--- config.mk ---
export PLATFORM = sky130hd
export DESIGN_NAME = ldst_slice
export DESIGN_NICKNAME = d
export VERILOG_FILES = /design/src/rtl/ldst_slice.sv
export SDC_FILE = /design/constraint.sdc
export NUM_CORES = 2
export LEC_CHECK = 0
export BUFFER_PORTS_ARGS = -buffer_cell sky130_fd_sc_hd__buf_2
export CAP_MARGIN = 20
export CORE_MARGIN = 2
export CORE_UTILIZATION = 45
export CTS_BUF_LIST = sky130_fd_sc_hd__clkbuf_8
export CTS_CLUSTER_DIAMETER = 80
export CTS_CLUSTER_SIZE = 14
export DETAILED_ROUTE_END_ITERATION = 7
export SETUP_SLACK_MARGIN = 0.2
export SYNTH_ARGS = -nofsm -noshare
export SYNTH_HDL_FRONTEND = slang
export SYNTH_SLANG_ARGS = --single-unit
--- constraint.sdc ---
create_clock -name clk -period 9.2 [get_ports clk]
set_clock_uncertainty 0.1 [all_clocks]
set_input_delay 1.38 -clock clk [delete_from_list [all_inputs] [get_ports clk]]
set_output_delay 1.38 -clock clk [all_outputs]
set_load 0.01 [all_outputs]
--- src/rtl/ldst_slice.sv ---
module ldst_slice #(
  parameter int DW      = 32,
  parameter int RW      = 5,
  parameter int LITW    = 16,
  parameter int OPW     = 6,
  parameter logic [5:0] OP_LD   = 6'h18,
  parameter logic [5:0] OP_ST   = 6'h19,
  parameter logic [5:0] OP_ADDC = 6'h30
) (
  input  logic          clk,
  input  logic          rst,
  input  logic [31:0]   instr,
  output logic [DW-1:0] mem_addr,
  output logic [DW-1:0] mem_wdata,
  input  logic [DW-1:0] mem_rdata,
  output logic          mem_oe,
  output logic          mem_we
);
  localparam int NREG = 1 << RW;
  localparam logic [RW-1:0] ZR = RW'(NREG - 1);
  localparam logic [1:0] WB_RSV = 2'd0;
  localparam logic [1:0] WB_ALU = 2'd1;
  localparam logic [1:0] WB_MEM = 2'd2;

  logic [OPW-1:0]  op;
  logic [RW-1:0]   f_c, f_a, f_b, ra2;
  logic [LITW-1:0] lit;
  logic [DW-1:0]   sext, rd1, rd2, sum, wb;
  logic            is_ld, is_st, is_addc, ra2sel, rf_we;
  logic [1:0]      wdsel;
  logic [DW-1:0]   rf [NREG];

  assign op  = instr[31:26];
  assign f_c = instr[25:21];
  assign f_a = instr[20:16];
  assign f_b = instr[15:11];
  assign lit = instr[15:0];

  assign is_ld   = (op == OP_LD);
  assign is_st   = (op == OP_ST);
  assign is_addc = (op == OP_ADDC);

  assign ra2sel = is_st;
  assign ra2    = ra2sel ? f_c : f_b;
  assign rf_we  = is_ld | is_addc;
  assign wdsel  = is_ld ? WB_MEM : WB_ALU;

  assign rd1 = (f_a == ZR) ? '0 : rf[f_a];
  assign rd2 = (ra2 == ZR) ? '0 : rf[ra2];

  assign sext = {{(DW-LITW){lit[LITW-1]}}, lit};
  assign sum  = rd1 + sext;

  always_comb begin
    case (wdsel)
      WB_ALU:  wb = sum;
      WB_MEM:  wb = mem_rdata;
      WB_RSV:  wb = '0;
      default: wb = '0;
    endcase
  end

  assign mem_addr  = sum;
  assign mem_wdata = rd2;
  assign mem_oe    = is_ld;
  assign mem_we    = is_st;

  always_ff @(posedge clk) begin
    if (rst) begin
      for (int i = 0; i < NREG; i++) rf[i] <= '0;
    end else if (rf_we && f_c != ZR) begin
      rf[f_c] <= wb;
    end
  end
endmodule


Yosys cells after proc, flatten, opt, wreduce, memory -nomap -nowiden

Memory sizes are Yosys's and may differ from the RTL's.
Cells that the tools add are included.
Widths: inputs -> output; s select.

Add/subtract/negate cells: 1
Equal/unequal tests: 8
Multiplexer cells: 13
Bitwise operators: 1
Reductions and logical operators: 2

Operators with widths:

| operator           | count |
|---|---|
| $mux 32            | 3 |
| $pmux 32 s2        | 1 |
| $add 32x32->32     | 1 |
| $reduce_or 32->1   | 1 |
| $eq 6x5->1 const B | 2 |
| $eq 5x5->1 const B | 2 |
| $mux 5             | 2 |
| $eq 6x6->1 const B | 1 |
| $mux 1             | 6 |
| $ne 5x5->1 const B | 1 |
| $eq 2x1->1 const B | 1 |
| $eq 2x2->1 const B | 1 |
| $mux 2             | 1 |
| $logic_and 1x1->1  | 1 |
| $or 1x1->1         | 1 |

Register bits after elaboration: 0
RAM bits: 1024
Input port bits: 66
Output and inout bits: 66
Logic and storage cells: 26
Memories kept: 1

Memory list:

| memory | words | width | read ports | clocked after memory_dff | write ports | line | text |
|---|---|---|---|---|---|---|---|
| rf     | 32    | 32    | 2          | 0                        | 32          | 31   | `logic [DW-1:0] rf [NREG];` |

Longest topological paths before layout

Depth after elaboration: 8
Mapped depth: 25

Least setup slack after synthesis

No wires, ideal clock.

Path type: input port to output port
Start: in instr[16]
End: out mem_addr[26]
Arrival time: 5.544 ns
Path slack: 2.176 ns
Stages: 22
Buffers on the path: 6
Cell sequence: clkbuf_1 -> buf_4 -> buf_4 -> buf_4 -> buf_2 -> buf_2 -> mux2i_1 -> o22ai_1 -> a211oi_1 -> o21ai_0 -> and3_1 -> ha_1 -> inv_1 -> fa_1 -> nor2b_1 -> o31a_1 -> o32ai_2 -> o21ai_2 -> a21oi_2 -> o221a_2 -> o21ai_1 -> xor2_1

Cells in the longest elaborated chain, start to end: 3
Elaborated cells between the ends (all ways): 4
Those cells by class: add/sub: 1; eq/ne: 1; mux: 1; memory: 1

RTL lines:

| what                                        | line | text |
|---|---|---|
| start: declaration                          | 12   | `input logic [31:0] instr,` |
| $mem_v2 32x32 or $eq 5x5->1 (tied branches) | --   |  |
| $mux 32 (*)                                 | 48   | `assign rd1 = (f_a == ZR) ? '0 : rf[f_a];` |
| $add 32x32->32 (*)                          | 52   | `assign sum = rd1 + sext;` |
| end: declaration                            | 13   | `output logic [DW-1:0] mem_addr,` |

Mark *: on every way between the ends. The rest lies on a longest branch, timed or not.

Worst setup path in the final report

Start: in instr[17]
End: out mem_addr[31]

Same word-level chain as after synthesis.

==> run metrics <==
outcome complete, no violations; antenna violations before repair 15; share of layout cells above drive strength 1 around 14%; Seq. cell area 30,750 um2; Yosys cell types 66; Slew Viols, Final 0; HPWL after DPL 122,900 um; vias 44,060; Worst VDD drop approximately 0.00014 V; Die Area 123,300 um2; final total power 10.13 mW; GPL Wtd Cong ~0.94; critical setup path kind input pin to output pin; critical-path maximum fanout 29; launching point of the worst reg2reg path rf[23][8]; first-pass GRT wire length approximately 300,000 um; clock root buffer clkbuf_8; Seq/Total Area, Yosys 56.70%; Max-cap violations 0; internal power slightly below 7 mW; post-layout util 48.80%; largest net degree at the start of global routing 153; Max Clk Rate 0.1253 GHz; sw power 3.347 mW; setup TNS 0 ps; Clk pwr share 23.9%; Req. time, crit path 7720 ps; Final #Nets 5,154; dpl cells around 6,600; RSZ-0062 raised after global routing false; Area Overhead vs Synth 7.800%; Synth Instances approximately 5,000; Num CTS Buffers 83; Skew-Pair Late Insertion Delay 800 ps; WL/cell between 30 and 40 um; Worst-path clk slew 90 ps; post-synthesis cell area approximately 54,000 um2; top_reg_cell synth edfxtp_1; GRT Resource Usage Total 34.64%; Final Non-Filler Cells approximately 6,700; Final period util a little under 90%; Routed Antenna Nets 0; core area 119,800 um2; hold crit path type input pin to flop; worst hold slack 884.5 ps; Pleak 20.71 nW; EDFF count, synth 1,024; DRC viols 0; Top Registers rf x1024; Post-CTS Setup Inserts 0; Yosys top cell area share 56.70%; Slew HR 23.51%; Die Wd around 350 um; pwr dens 173.3 nW/um2; I/O pin total 132; combinational power share 23.2%; synth warn 0; leading area contributor after synthesis edfxtp_1; vias in the first global route 40,830; vias per cell 6.591; top cells by area, synth edfxtp_1, mux4_2, nand2_1; Worst Path Arrival 6500 ps; FILL cells ~11,000; CP Launch Point instr[17]; initial core utilization between 40% and 50%; sequential share of power 53.0%; detailed router's first-iteration violation count 7,341; H-Tree Depth 3; Final min period 7978 ps; final number of hold-violating endpoints 0; FF+latch count, synth 1,024; largest reg by FF count rf; Switching Fraction 33.04%; Worst setup SP type input pin; Site Rows 127; final setup vio count 0; Largest register FFs 1,024; Max clock buf depth 3; area of the multi-input gates approximately 22,000 um2; clock sink count 1,024; worst slew pin tran 1123 ps; Hold Path Origin mem_rdata[5]; Avg Inst Size Synth 10.55 um2; crit end category output pin; CTS tree yes; Overflow after GRT 0; drt pass-1 iters 8; Synth async-reset ratio 0%; Post-CTS Hold Fix Bufs 0; WL final around 220,000 um; Port Buf Inserts 131; Resized cells post-CTS 0; chip height 351.2 um
==> cells by family after synthesis <==
family          Yosys count  synth area share, %
mux                     414                12.24
buf+inv                 503                3.811
simple gates           2723                21.09
compound gates          415                4.886
flops                  1024                56.70
fa+ha+maj                32               0.7521
xor+xnor                 30               0.5122
other cells               1             0.006914
==> final cells by class <==
class	instances	share of cell area (%)
multi-input combinational	3646	37.79
tap	1612	3.450
antenna	11	0.04708
clock buffer	87	2.048
clock inverter	4	0.04494
inverter	15	0.09630
timing repair buffer	286	3.925
sequential	1024	52.59
==> power by group through the flow <==
stage	Sequential [mW]	Clock (mW)	Combinational, mW
5_1_grt	5.38	2.58	2.43
3_3_place_gp	5.46	0	2.17
3_5_place_dp	5.47	0	2.20
2_1_floorplan	5.44	0	1.34
6_report	5.37	2.42	2.35
4_1_cts	5.36	2.42	2.20
==> cell usage after synthesis, drive strengths merged (15+ instances only) <==
library cell,instances
and3,33
xnor2,23
o21ai,82
ha,31
edfxtp,1024
a211oi,36
buf,95
nand4,164
nand2b,37
o221ai,34
inv,15
nor2,1014
mux4,196
clkbuf,393
nand2,1048
nand3,398
a31oi,101
mux2i,217
a21oi,96
o22ai,30
==> path summary, 6_finish.rpt <==
kind	end	slack, ps	depth (start not counted)
max	mem_addr[31]	1220	17
min	rf[7][5]	880	3
max reg2reg	rf[9][31]	3800	16
min reg2reg	rf[1][0]	1550	9
==> stage by stage <==
| stage | cell area, um2 | setup slack, ps |
|---|---|---|
| floorplan | 54350 | 2176 |
| global placement | 56910 | 1453 |
| detailed placement | 56990 | 1451 |
| CTS | 58210 | 1417 |
| global route | 58450 | 1096 |
| finish | 58460 | 1222 |
==> per-layer routing <==
layer	global-route usage (%)	vias to the layer above	part of all wire, %
met4	16.94	12	5.6
li1	-	18130	-
met3	10.55	657	15
met2	49.99	3633	42
met5	0	-	0.052
met1	47.53	21630	37
==> worst max-delay path: stages <==
cell,delay [ps]
buf_8,280
nand3b_1,630
buf_4,420
o221ai_1,190
a21oi_1,190
o21ai_0,170
and3_1,270
ha_1,380
a21oi_1,220
a21oi_1,110
a211oi_2,500
o221ai_2,270
a31oi_4,330
o21ai_2,130
a211oi_4,340
xnor2_2,350
buf_2,270
==> cell usage in the layout, fill, tap and decap left out, types with 20 or more instances in the layout <==
master and instances:
nand2_2 31, o221ai_1 33, a31oi_1 97, o21ai_0 74
buf_2 125, o22ai_1 30, mux4_2 196, ha_1 31
a211oi_1 33, clkbuf_8 87, xnor2_1 21, nand2b_2 31
and3_1 33, nor2_2 20, nor2_1 994, mux2i_1 185
edfxtp_1 1024, nand2_1 1017, a21oi_1 94, buf_4 124
nand3_1 397, buf_12 34, mux2i_4 20, nand4_1 164
conb_1 32
(Power assumes the default switching activity.)
